[config.mk]
export PLATFORM = sky130hd
export DESIGN_NAME = pll_profile_sel
export DESIGN_NICKNAME = d
export VERILOG_FILES = /design/src/rtl/pps_pkg.sv /design/src/rtl/pps_table.sv /design/src/rtl/pps_index.sv /design/src/rtl/pps_gate.sv /design/src/rtl/pll_profile_sel.sv
export SDC_FILE = /design/constraint.sdc
export NUM_CORES = 1
export LEC_CHECK = 0
export BUFFER_PORTS_ARGS = -buffer_cell sky130_fd_sc_hd__buf_4
export CORE_ASPECT_RATIO = 1.5
export CORE_MARGIN = 4
export CORE_UTILIZATION = 54
export CTS_CLUSTER_SIZE = 16
export DETAILED_ROUTE_END_ITERATION = 16
export HOLD_SLACK_MARGIN = 0.15
export PLACE_DENSITY = 0.87
export SLEW_MARGIN = 20
export SYNTH_ARGS = -nofsm -noshare
export SYNTH_HDL_FRONTEND = slang
export SYNTH_SLANG_ARGS = --single-unit
[constraint.sdc]
create_clock -name clk -period 2.1 [get_ports clk]
set_input_delay 0.21 -clock clk [delete_from_list [all_inputs] [get_ports clk]]
set_output_delay 0.21 -clock clk [all_outputs]
set_load 0.03 [all_outputs]
[src/rtl/pps_pkg.sv]
package pps_pkg;

    localparam int Q_W       = 8;
    localparam int P_W       = 10;
    localparam int LF_W      = 3;
    localparam int ROWS      = 8;
    localparam int ROW_BYTES = 3;
    localparam int SRC_W     = 3;
    localparam int ADDR_W    = 8;
    localparam int IDX_W     = $clog2(ROWS);
    localparam int LATCH_W   = IDX_W - 1;
    localparam int PT_W      = P_W + 2;
    localparam int QT_W      = Q_W + 1;

    localparam logic [ADDR_W-1:0] TABLE_BASE   = 8'h40;
    localparam logic [SRC_W-1:0]  SRC_PLL1_POS = 3'b010;
    localparam logic [SRC_W-1:0]  SRC_PLL1_NEG = 3'b011;

    typedef enum logic [1:0] {
        BYTE_REFDIV = 2'd0,
        BYTE_FBLOW  = 2'd1,
        BYTE_CTRL   = 2'd2
    } row_byte_e;

    typedef struct packed {
        logic            bank;
        logic            en;
        logic [LF_W-1:0] lf;
        logic            p0;
        logic [P_W-1:0]  p;
        logic [Q_W-1:0]  q;
    } prof_row_t;

    function automatic logic [PT_W-1:0] feedback_count(logic [P_W-1:0] p, logic p0);
        logic [PT_W-1:0] t;
        t = PT_W'(p) + PT_W'(3);
        return (t << 1) | PT_W'(p0);
    endfunction

    function automatic logic [QT_W-1:0] reference_count(logic [Q_W-1:0] q);
        return QT_W'(q) + QT_W'(2);
    endfunction

    function automatic logic sources_pll1(logic [SRC_W-1:0] code);
        return (code == SRC_PLL1_POS) || (code == SRC_PLL1_NEG);
    endfunction

endpackage

[src/rtl/pps_table.sv]
module pps_table
    import pps_pkg::*;
#(
    parameter int N_ROWS = ROWS,
    parameter logic [ADDR_W-1:0] BASE = TABLE_BASE
) (
    input  logic                    clk,
    input  logic                    rst,
    input  logic                    wr_en,
    input  logic [ADDR_W-1:0]       wr_addr,
    input  logic [7:0]              wr_data,
    output prof_row_t [N_ROWS-1:0]  rows_o
);

    localparam int SPAN = N_ROWS * ROW_BYTES;

    prof_row_t [N_ROWS-1:0] rows;
    logic [ADDR_W-1:0]      off;
    logic                   in_range;

    assign off      = wr_addr - BASE;
    assign in_range = (wr_addr >= BASE) && ({1'b0, off} < (ADDR_W+1)'(SPAN));

    always_ff @(posedge clk) begin
        if (rst) begin
            rows <= '0;
        end else if (wr_en && in_range) begin
            for (int r = 0; r < N_ROWS; r++) begin
                if (off == ADDR_W'(r * ROW_BYTES + int'(BYTE_REFDIV)))
                    rows[r].q <= wr_data;
                if (off == ADDR_W'(r * ROW_BYTES + int'(BYTE_FBLOW)))
                    rows[r].p[7:0] <= wr_data;
                if (off == ADDR_W'(r * ROW_BYTES + int'(BYTE_CTRL))) begin
                    rows[r].bank    <= wr_data[7];
                    rows[r].en      <= wr_data[6];
                    rows[r].lf      <= wr_data[5:3];
                    rows[r].p0      <= wr_data[2];
                    rows[r].p[9:8]  <= wr_data[1:0];
                end
            end
        end
    end

    assign rows_o = rows;

    // writes outside the window leave the table untouched
    p_oor_ignore_r6: assert property (@(posedge clk) disable iff (rst)
        (wr_en && !in_range) |=> $stable(rows));

endmodule

[src/rtl/pps_index.sv]
module pps_index
    import pps_pkg::*;
#(
    parameter int W_LATCH = LATCH_W
) (
    input  logic               clk,
    input  logic               rst,
    input  logic [W_LATCH-1:0] pins_lo,
    input  logic               pin_hi,
    output logic [W_LATCH:0]   idx
);

    logic [W_LATCH-1:0] lo_q;

    always_ff @(posedge clk) begin
        if (rst) lo_q <= pins_lo;
    end

    assign idx = {pin_hi, lo_q};

    // captured low bits never move outside reset
    p_lo_hold_r2: assert property (@(posedge clk) disable iff (rst)
        !$past(rst) |-> $stable(lo_q));

endmodule

[src/rtl/pps_gate.sv]
module pps_gate
    import pps_pkg::*;
#(
    parameter int N_OUT = 4
) (
    input  logic                   clk,
    input  logic                   rst,
    input  logic [N_OUT*SRC_W-1:0] src_codes,
    input  logic [N_OUT-1:0]       req,
    input  logic                   oe_pin,
    input  logic                   pdn_mode,
    input  logic                   row_en,
    output logic [N_OUT-1:0]       out_en,
    output logic                   pll_run
);

    assign pll_run = !(pdn_mode && !oe_pin);

    for (genvar g = 0; g < N_OUT; g++) begin : g_out
        logic from_pll1;
        assign from_pll1 = sources_pll1(src_codes[g*SRC_W +: SRC_W]);
        assign out_en[g] = req[g] && oe_pin && !(from_pll1 && !row_en);

        // a disabled PLL1 never drives an output
        p_pll1_gate_r7: assert property (@(posedge clk) disable iff (rst)
            (!row_en && from_pll1) |-> !out_en[g]);
    end

    // shutdown mode with pin low stops PLLs and outputs
    p_shutdown_r8: assert property (@(posedge clk) disable iff (rst)
        (pdn_mode && !oe_pin) |-> (!pll_run && out_en == '0));

    // output-enable mode never stops the PLLs
    p_oe_only_r9: assert property (@(posedge clk) disable iff (rst)
        !pdn_mode |-> pll_run);

endmodule

[src/rtl/pll_profile_sel.sv]
module pll_profile_sel
    import pps_pkg::*;
#(
    parameter int NUM_OUT = 4
) (
    input  logic                     clk,
    input  logic                     rst,
    input  logic                     wr_en,
    input  logic [7:0]               wr_addr,
    input  logic [7:0]               wr_data,
    input  logic                     sel_s0,
    input  logic                     sel_s1,
    input  logic                     sel_s2,
    input  logic                     oe_pin,
    input  logic                     pdn_mode,
    input  logic [NUM_OUT*3-1:0]     out_src,
    input  logic [NUM_OUT-1:0]       out_req,
    output logic [11:0]              fb_count,
    output logic [8:0]               ref_count,
    output logic [2:0]               lf_code,
    output logic                     pll1_en,
    output logic                     div_bank,
    output logic [NUM_OUT-1:0]       out_en,
    output logic                     pll_run,
    output logic [2:0]               row_idx
);

    prof_row_t [ROWS-1:0] rows;
    logic [IDX_W-1:0]     idx;
    prof_row_t            cur;
    logic                 en_q;

    pps_table #(.N_ROWS(ROWS), .BASE(TABLE_BASE)) u_table (
        .clk     (clk),
        .rst     (rst),
        .wr_en   (wr_en),
        .wr_addr (wr_addr),
        .wr_data (wr_data),
        .rows_o  (rows)
    );

    pps_index #(.W_LATCH(LATCH_W)) u_index (
        .clk     (clk),
        .rst     (rst),
        .pins_lo ({sel_s1, sel_s0}),
        .pin_hi  (sel_s2),
        .idx     (idx)
    );

    assign cur = rows[idx];

    always_ff @(posedge clk) begin
        if (rst) begin
            fb_count  <= feedback_count('0, 1'b0);
            ref_count <= reference_count('0);
            lf_code   <= '0;
            en_q      <= 1'b0;
            div_bank  <= 1'b0;
        end else begin
            fb_count  <= feedback_count(cur.p, cur.p0);
            ref_count <= reference_count(cur.q);
            lf_code   <= cur.lf;
            en_q      <= cur.en;
            div_bank  <= cur.bank;
        end
    end

    pps_gate #(.N_OUT(NUM_OUT)) u_gate (
        .clk       (clk),
        .rst       (rst),
        .src_codes (out_src),
        .req       (out_req),
        .oe_pin    (oe_pin),
        .pdn_mode  (pdn_mode),
        .row_en    (en_q),
        .out_en    (out_en),
        .pll_run   (pll_run)
    );

    assign pll1_en = en_q && pll_run;
    assign row_idx = idx;

    // effective counts never drop below their zero-setting floor
    p_count_floor_r5: assert property (@(posedge clk) disable iff (rst)
        (fb_count >= 12'd6) && (ref_count >= 9'd2));

    // a shut-down part reports PLL1 stopped
    p_pll1_stop_r8: assert property (@(posedge clk) disable iff (rst)
        !pll_run |-> !pll1_en);

endmodule

==> results_dict.tcl, run 1 <==
set metrics [dict create \
    fin_total_pwr_mw 8.466 \
    hp-class "input pin to register" \
    insertedDiodeCount 0 \
    first_pass_iters 6 \
    viasPerCell 6.397 \
    rows 59 \
    area_growth_pct 20.21 \
    drt_iter0_drc 1055 \
    yosysWarnings 0 \
    start_util_pct 55.10 \
    synth_top_area_share_pct 45.65 \
    clk_pin_slew_ns 0.07 \
    whs_ns 0.1885 \
    cts_tree "done" \
    synth.area.mux_share_pct 20.16 \
    p_leak_nw 4.386 \
    synthFlopType "dfxtp_1" \
    nets 1157 \
    synth_edf_count 2 \
    core-area_sq_mm 0.01735 \
    synth-simple-area-share_pct 12.37 \
    netlist-cell-type-count 48 \
    clk-insertion-delay-late_ns 0.50 \
    finalHoldViolations 0 \
    reg2regPathDepth 7 \
    ctsLongestPathBuffers 3 \
    skew_ns 0.008084 \
    syn_area_per_cell_sq_um 9.381 \
    ys_seq_area_share_pct 46.28 \
    drive_gt1_share_pct 21.72 \
    dieArea_sq_mm 0.01994 \
    ys_async_sr_fraction_pct 0 \
    die_h_um 171.0 \
    drt-wirelength-per-cell_um 20.85 \
    status "finished with violations" \
    grt_antenna_before_repair 0 \
    setup_viol 4 \
    fill_cells 1180 \
    drc 0 \
    syn_area_sq_mm 0.009559 \
    violations "setup timing" \
    post-route-period-util_pct 103.8 \
    syn_nets 1061 \
    synth-xor-area-share_pct 0.6414 \
    antenna_left 0 \
    startpoint_type "register" \
    fin_crit_ns 2.179 \
    tns_ns -0.2222 \
    synth_area_leader_cell "dfxtp_1" \
    io_buffers 69 \
    post-dp-hpwl_um 16980 \
    place_ws_ns -0.02085 \
    worstSetupPathType "register to register" \
    num_vias 8578 \
    ir_drop_uv 817.5 \
    die_w_um 116.6 \
    worst_pin_slew_ns 0.6567 \
    slowest_delay_ns 0.51 \
    max_slew_margin_pct 56.22 \
    ys_ff_latch 220 \
    hold_start "rst" \
    root_buffer "clkbuf_16" \
    end_kind "register" \
    grt_max_degree 82 \
    synth_cells 1019 \
    cp_max_fo 12 \
    grt_pass1_wl_um 43550 \
    slew_viol_final 0 \
    place_congestion 0.8485 \
    rr_startpoint "u_index.lo_q[0]$_DFFE_PP_" \
    grtUsageTotal_pct 27.30 \
    cp.arrival_ns 2.54 \
    crit_required_ns 2.46 \
    overflow 0 \
    powerDensity_mw_per_mm2 736.7 \
    maxCapViolations 0 \
    crit_chain "buf_6 -> buf_16 -> buf_4 -> mux4_2 -> mux2_4 -> a31oi_1 -> nor3_2" \
    holdPathStages 2 \
    setup_slack_ns -0.07945 \
    grt_pass1_vias 8693 \
    synth_top_family_by_area "multiplexers" \
    crit_slowest_cell "mux4_2" \
    cts_num_sinks 220 \
    cts_max_level 1 \
    numCtsBuffers 20 \
    fmax_mhz 458.8 \
    synth.area.top_cells "dfxtp_1, a21oi_1, o21ai_0" \
    io_pins 74 \
    yosys.area_share.adder_pct 0.2618 \
    cp-startpoint "u_index.lo_q[0]$_DFFE_PP_" \
    synth_compound_area_share_pct 16.28 \
    routed_wl_um 27960 \
    rsz0062_at_grt "yes" \
]
-- path summary, 6_finish.rpt --
| path | end | slack (ns) |
|---|---|---|
| setup / recovery | fb_count[9]$_SDFF_PP0_ | -0.08 |
| hold / removal | u_table.rows_o[33]$_SDFFE_PP0P_ | 0.19 |
| setup reg to reg | fb_count[9]$_SDFF_PP0_ | -0.08 |
| hold reg to reg | u_table.rows_o[187]$_SDFFE_PP0P_ | 0.47 |
-- worst max-delay path, delay by kind of cell, from the launching register on --
kind / cells / cell delay, ns
buffers and inverters: 3 / 0.48
muxes: 2 / 0.83
and+or+nand+nor: 1 / 0.07
DFF: 1 / 0.41
AOI/OAI and AO/OA: 1 / 0.24
-- routing by layer --
| layer | global-route usage (%) | part of all wire, % |
|---|---|---|
| met2 | 47.81 | 51 |
| met4 | 16.47 | 6.1 |
| met3 | 4.388 | 8.2 |
| met5 | 0 | 0 |
| met1 | 30.67 | 34 |
-- state kept, by name (all words and copies together), names as in the netlist --
signal	flops
ref_count	9
u_index.lo_q	2
u_table.rows_o	192
div_bank	1
lf_code	3
en_q	1
fb_count	12
-- synth_stat cells (4+ instances only) --
cell	instances
mux2_2	5
a21oi_1	151
mux2i_1	65
mux4_2	30
nand2_1	155
buf_2	7
clkbuf_1	67
o21ai_0	144
mux4_1	18
nor2_1	87
dfxtp_1	218
nand3b_1	4
nand3_1	8
xnor2_1	5
-- per-stage QoR --
step | utilization, % | cells | area [sq um]
CTS | 65.82 | 1340 | 11420
detailed placement | 61.13 | 1292 | 10610
global route | 66.24 | 1341 | 11490
floorplan | - | 1019 | 9598
global placement | 61.13 | 1292 | 10610
finish | 66.24 | 1341 | 11490
-- area by class of cell --
type	instances	area (sq um)	area share (%)
tap	213	266.5	2.319
clock inverter	5	56.30	0.4900
inverter	1	3.754	0.03267
clock buffer	30	609.3	5.303
timing repair buffer	157	1314	11.43
multi-input combinational	715	4817	41.92
sequential	220	4424	38.50
-- power breakdown --
| part | total [mW] | internal, mW | switching, mW |
|---|---|---|---|
| logic | 0.570 | 0.219 | 0.351 |
| registers | 4.19 | 4.18 | 0.00496 |
| clock network | 3.71 | 2.13 | 1.57 |
-- cells by family (layout without fill, tap and decap cells) --
kind of cell               count (synthesis)  in the layout
muxes                                    123            123
AOI/OAI and AO/OA                        303            303
and+or+nand+nor                          280            280
xor gates and xnor gates                   7              7
DFF                                      220            220
adders and majority gates                  2              2
buffers and inverters                     84            193
-- repair_timing --
action	4_1_cts	5_1_grt
hold endpoints to repair	133	0
hold buffers	10	0
buffers inserted	2	1
setup endpoints to repair	8	14
resized for setup	9	11
pin swaps	2	1
cloned	1	0
-- placed cells by master (no fill, tap or decap), types with 10 or more instances in the layout --
| cell type | synthesis | layout |
|---|---|---|
| a21oi_1 | 151 | 150 |
| buf_4 | 3 | 136 |
| clkbuf_16 | 0 | 21 |
| dfxtp_1 | 218 | 218 |
| dlygate4sd3_1 | 0 | 10 |
| mux2i_1 | 65 | 61 |
| mux4_1 | 18 | 11 |
| mux4_2 | 30 | 37 |
| nand2_1 | 155 | 155 |
| nor2_1 | 87 | 87 |
| o21ai_0 | 144 | 144 |
Power figures use the tool's default switching activity.
==> inputs of run 2 (changes only) <==
Settings changed: ABC_AREA set to 1, SLEW_MARGIN 20 to 15.
==> run 2 against run 1 <==
Effect of this change: the flow now finishes without violations; final area fell by 0.22%; via count rose by 11%; sequential power increased by 1%; clock power is 10% higher; combinational power up 96%; critical endpoint unchanged; wire length is 1.5% higher; power is 12% higher; register-to-register slack better by 0.11 ns; global-route usage decreased by 0.51 points; fmax grew 5.5%.
==> results_dict.tcl, run 2 <==
set metrics [dict create \
    status "finished, final reports clean" \
    final_util_pct 65.81 \
    yosysWarnings 0 \
    fin_crit_ns 2.065 \
    die_w_um 117.0 \
    cp_max_fo 11 \
    core-area_sq_mm 0.01742 \
    grt_pass1_wl_um 43190 \
    crit_slowest_cell "edfxtp_1" \
    skew_ns 0.02767 \
    whs_ns 0.2544 \
    synth_common_cells "dfxtp_1, nand2_1, o21ai_0" \
    ctsLongestPathBuffers 3 \
    netlist-cell-type-count 33 \
    overflow 0 \
    die_h_um 171.5 \
    setup_viol 0 \
    slew_viol_final 0 \
    slowest_delay_ns 0.39 \
    synth_edf_count 2 \
    syn_area_per_cell_sq_um 7.349 \
    numCtsBuffers 21 \
    synthFlopType "dfxtp_1" \
    worstSetupPathType "register to register" \
    powerDensity_mw_per_mm2 823.9 \
    synth_area_leader_cell "dfxtp_1" \
    fill_cells 1377 \
    place_congestion 0.8746 \
    clk-insertion-delay-late_ns 0.52 \
    drc 0 \
    area_growth_pct 19.11 \
    ys_async_sr_fraction_pct 0 \
    grt_antenna_before_repair 0 \
    antenna_left 0 \
    ys_ff_latch 220 \
    viasPerCell 5.915 \
    root_buffer "clkbuf_16" \
    io_buffers 69 \
    cts_tree "done" \
    cts_max_level 1 \
    synth_top_area_share_pct 45.33 \
    syn_nets 1352 \
    insertedDiodeCount 0 \
    fmax_mhz 484.2 \
    max_slew_margin_pct 51.96 \
    p_leak_nw 4.662 \
    rsz0062_at_grt "yes" \
    hp-class "input pin to register" \
    final_cell_mix "dfxtp_1, nand2_1, o21ai_0" \
    synth_cells 1310 \
    num_vias 9523 \
    startpoint_type "register" \
    synth.area.top_cells "dfxtp_1, o21ai_0, nand2_1" \
    end_kind "register" \
    grtUsageTotal_pct 26.78 \
    post-dp-hpwl_um 17190 \
    cts_num_sinks 220 \
    grt_pass1_vias 8903 \
    dieArea_sq_mm 0.02007 \
    routed_wl_um 28370 \
    drive_gt1_share_pct 14.89 \
    grt_max_degree 122 \
    crit_chain "buf_4 -> inv_8 -> buf_12 -> nand2_1 -> nand3_1 -> nand3_1 -> nand2_2 -> ha_1 -> inv_1 -> nand2_2 -> nor2_4 -> nand3_2 -> nand2_1 -> nor2_1" \
    syn_area_sq_mm 0.009627 \
    post-route-period-util_pct 98.35 \
    clk_pin_slew_ns 0.07 \
    final_common_cell "dfxtp_1" \
    first_pass_iters 7 \
    drt_iter0_drc 971 \
    nets 1424 \
    largest_reg_flops 192 \
    ir_drop_uv 601.9 \
    rows 59 \
    synth_most_common_cell "dfxtp_1" \
    drt-wirelength-per-cell_um 17.62 \
    ys_seq_area_share_pct 45.96 \
    crit_required_ns 2.49 \
    io_pins 74 \
    cp.arrival_ns 2.45 \
    finalHoldViolations 0 \
    worst_pin_slew_ns 0.7206 \
    start_util_pct 55.26 \
    maxCapViolations 0 \
]
## run 2: cell types whose count changed in the layout (fill, tap and decap cells not counted), moves of 9 or more
cell	before	now
o21ai_0	144	201
nor2_4	0	11
nor2_1	87	150
nand2_1	155	205
mux4_2	37	0
o22ai_1	0	9
mux4_1	11	0
a211oi_1	0	56
nor2_2	0	9
buf_4	136	120
mux2i_1	61	0
inv_1	1	97
nand3_1	7	54
## run 2: worst paths after layout
check	slack [ns]	cells past startpoint	to	from
worst max-delay path	0.03	14	fb_count[9]$_SDFF_PP0_	u_index.lo_q[0]$_DFFE_PP_
worst min-delay path	0.25	5	u_table.rows_o[128]$_SDFFE_PP0P_	wr_addr[0]
worst max register to register	0.03	14	fb_count[9]$_SDFF_PP0_	u_index.lo_q[0]$_DFFE_PP_
worst min register to register	0.45	2	u_table.rows_o[189]$_SDFFE_PP0P_	u_table.rows_o[189]$_SDFFE_PP0P_
## run 2: routing by layer
layer,global-route usage (%),up-vias,part of all wire (%)
li1,-,4516,-
met2,46.79,531,49
met4,15.97,0,6.5
met5,0,-,0
met3,3.625,144,8.3
met1,30.60,4332,36
## run 2: cell type report
| class | count | area (sq um) | share of cell area, % |
|---|---|---|---|
| Timing Repair Buffer | 142 | 1221 | 10.65 |
| Tap cell | 213 | 266.5 | 2.324 |
| Multi-Input combinational cell | 886 | 4375 | 38.16 |
| Clock buffer | 31 | 633.1 | 5.522 |
| Clock inverter | 7 | 117.6 | 1.026 |
| Sequential cell | 220 | 4424 | 38.59 |
| Inverter | 111 | 427.9 | 3.732 |
## run 2: cells by family after synthesis
logic type | count (synthesis) | share of synthesized area (%)
buf+inv | 204 | 9.085
simple gates | 450 | 20.15
compound gates | 434 | 24.55
flops | 220 | 45.96
fa+ha+maj | 2 | 0.2599
## run 2: critical path: cells and delay by family, from the launching register on
kind	cells	cell delay, ns
buffers and inverters	4	0.49
flip-flops	1	0.39
adder cells (fa/ha/maj)	1	0.20
AND/OR/NAND/NOR	9	0.87
## run 2: repair_timing
action	4_1_cts	5_1_grt
endpoints found under the setup margin	0	12
buffers inserted	0	10
hold buffers	12	0
endpoints found under the hold margin	42	0
resized for setup	0	26
## run 2: power by group
group	switching, mW	internal, mW	leakage (nW)	total (mW)
clock network	1.62	2.47	0.372	4.09
registers	0.0175	4.22	1.78	4.24
logic	0.737	0.381	2.51	1.12
total	2.38	7.07	4.66	9.45
## run 2: stage by stage
| step | cells | TNS [ns] | cell area (sq um) | setup WS [ns] | total power [mW] |
|---|---|---|---|---|---|
| floorplan | 1310 | 0 | 9637 | 0.01021 | 4.943 |
| CTS | 1597 | 0 | 11230 | 0.01159 | 9.327 |
| global placement | 1547 | 0 | 10360 | 0.1123 | 5.299 |
| detailed placement | 1547 | 0 | 10360 | 0.08690 | 5.309 |
| finish | 1610 | 0 | 11470 | 0.03473 | 9.446 |
| global route | 1610 | -0.2620 | 11470 | -0.05752 | 9.707 |
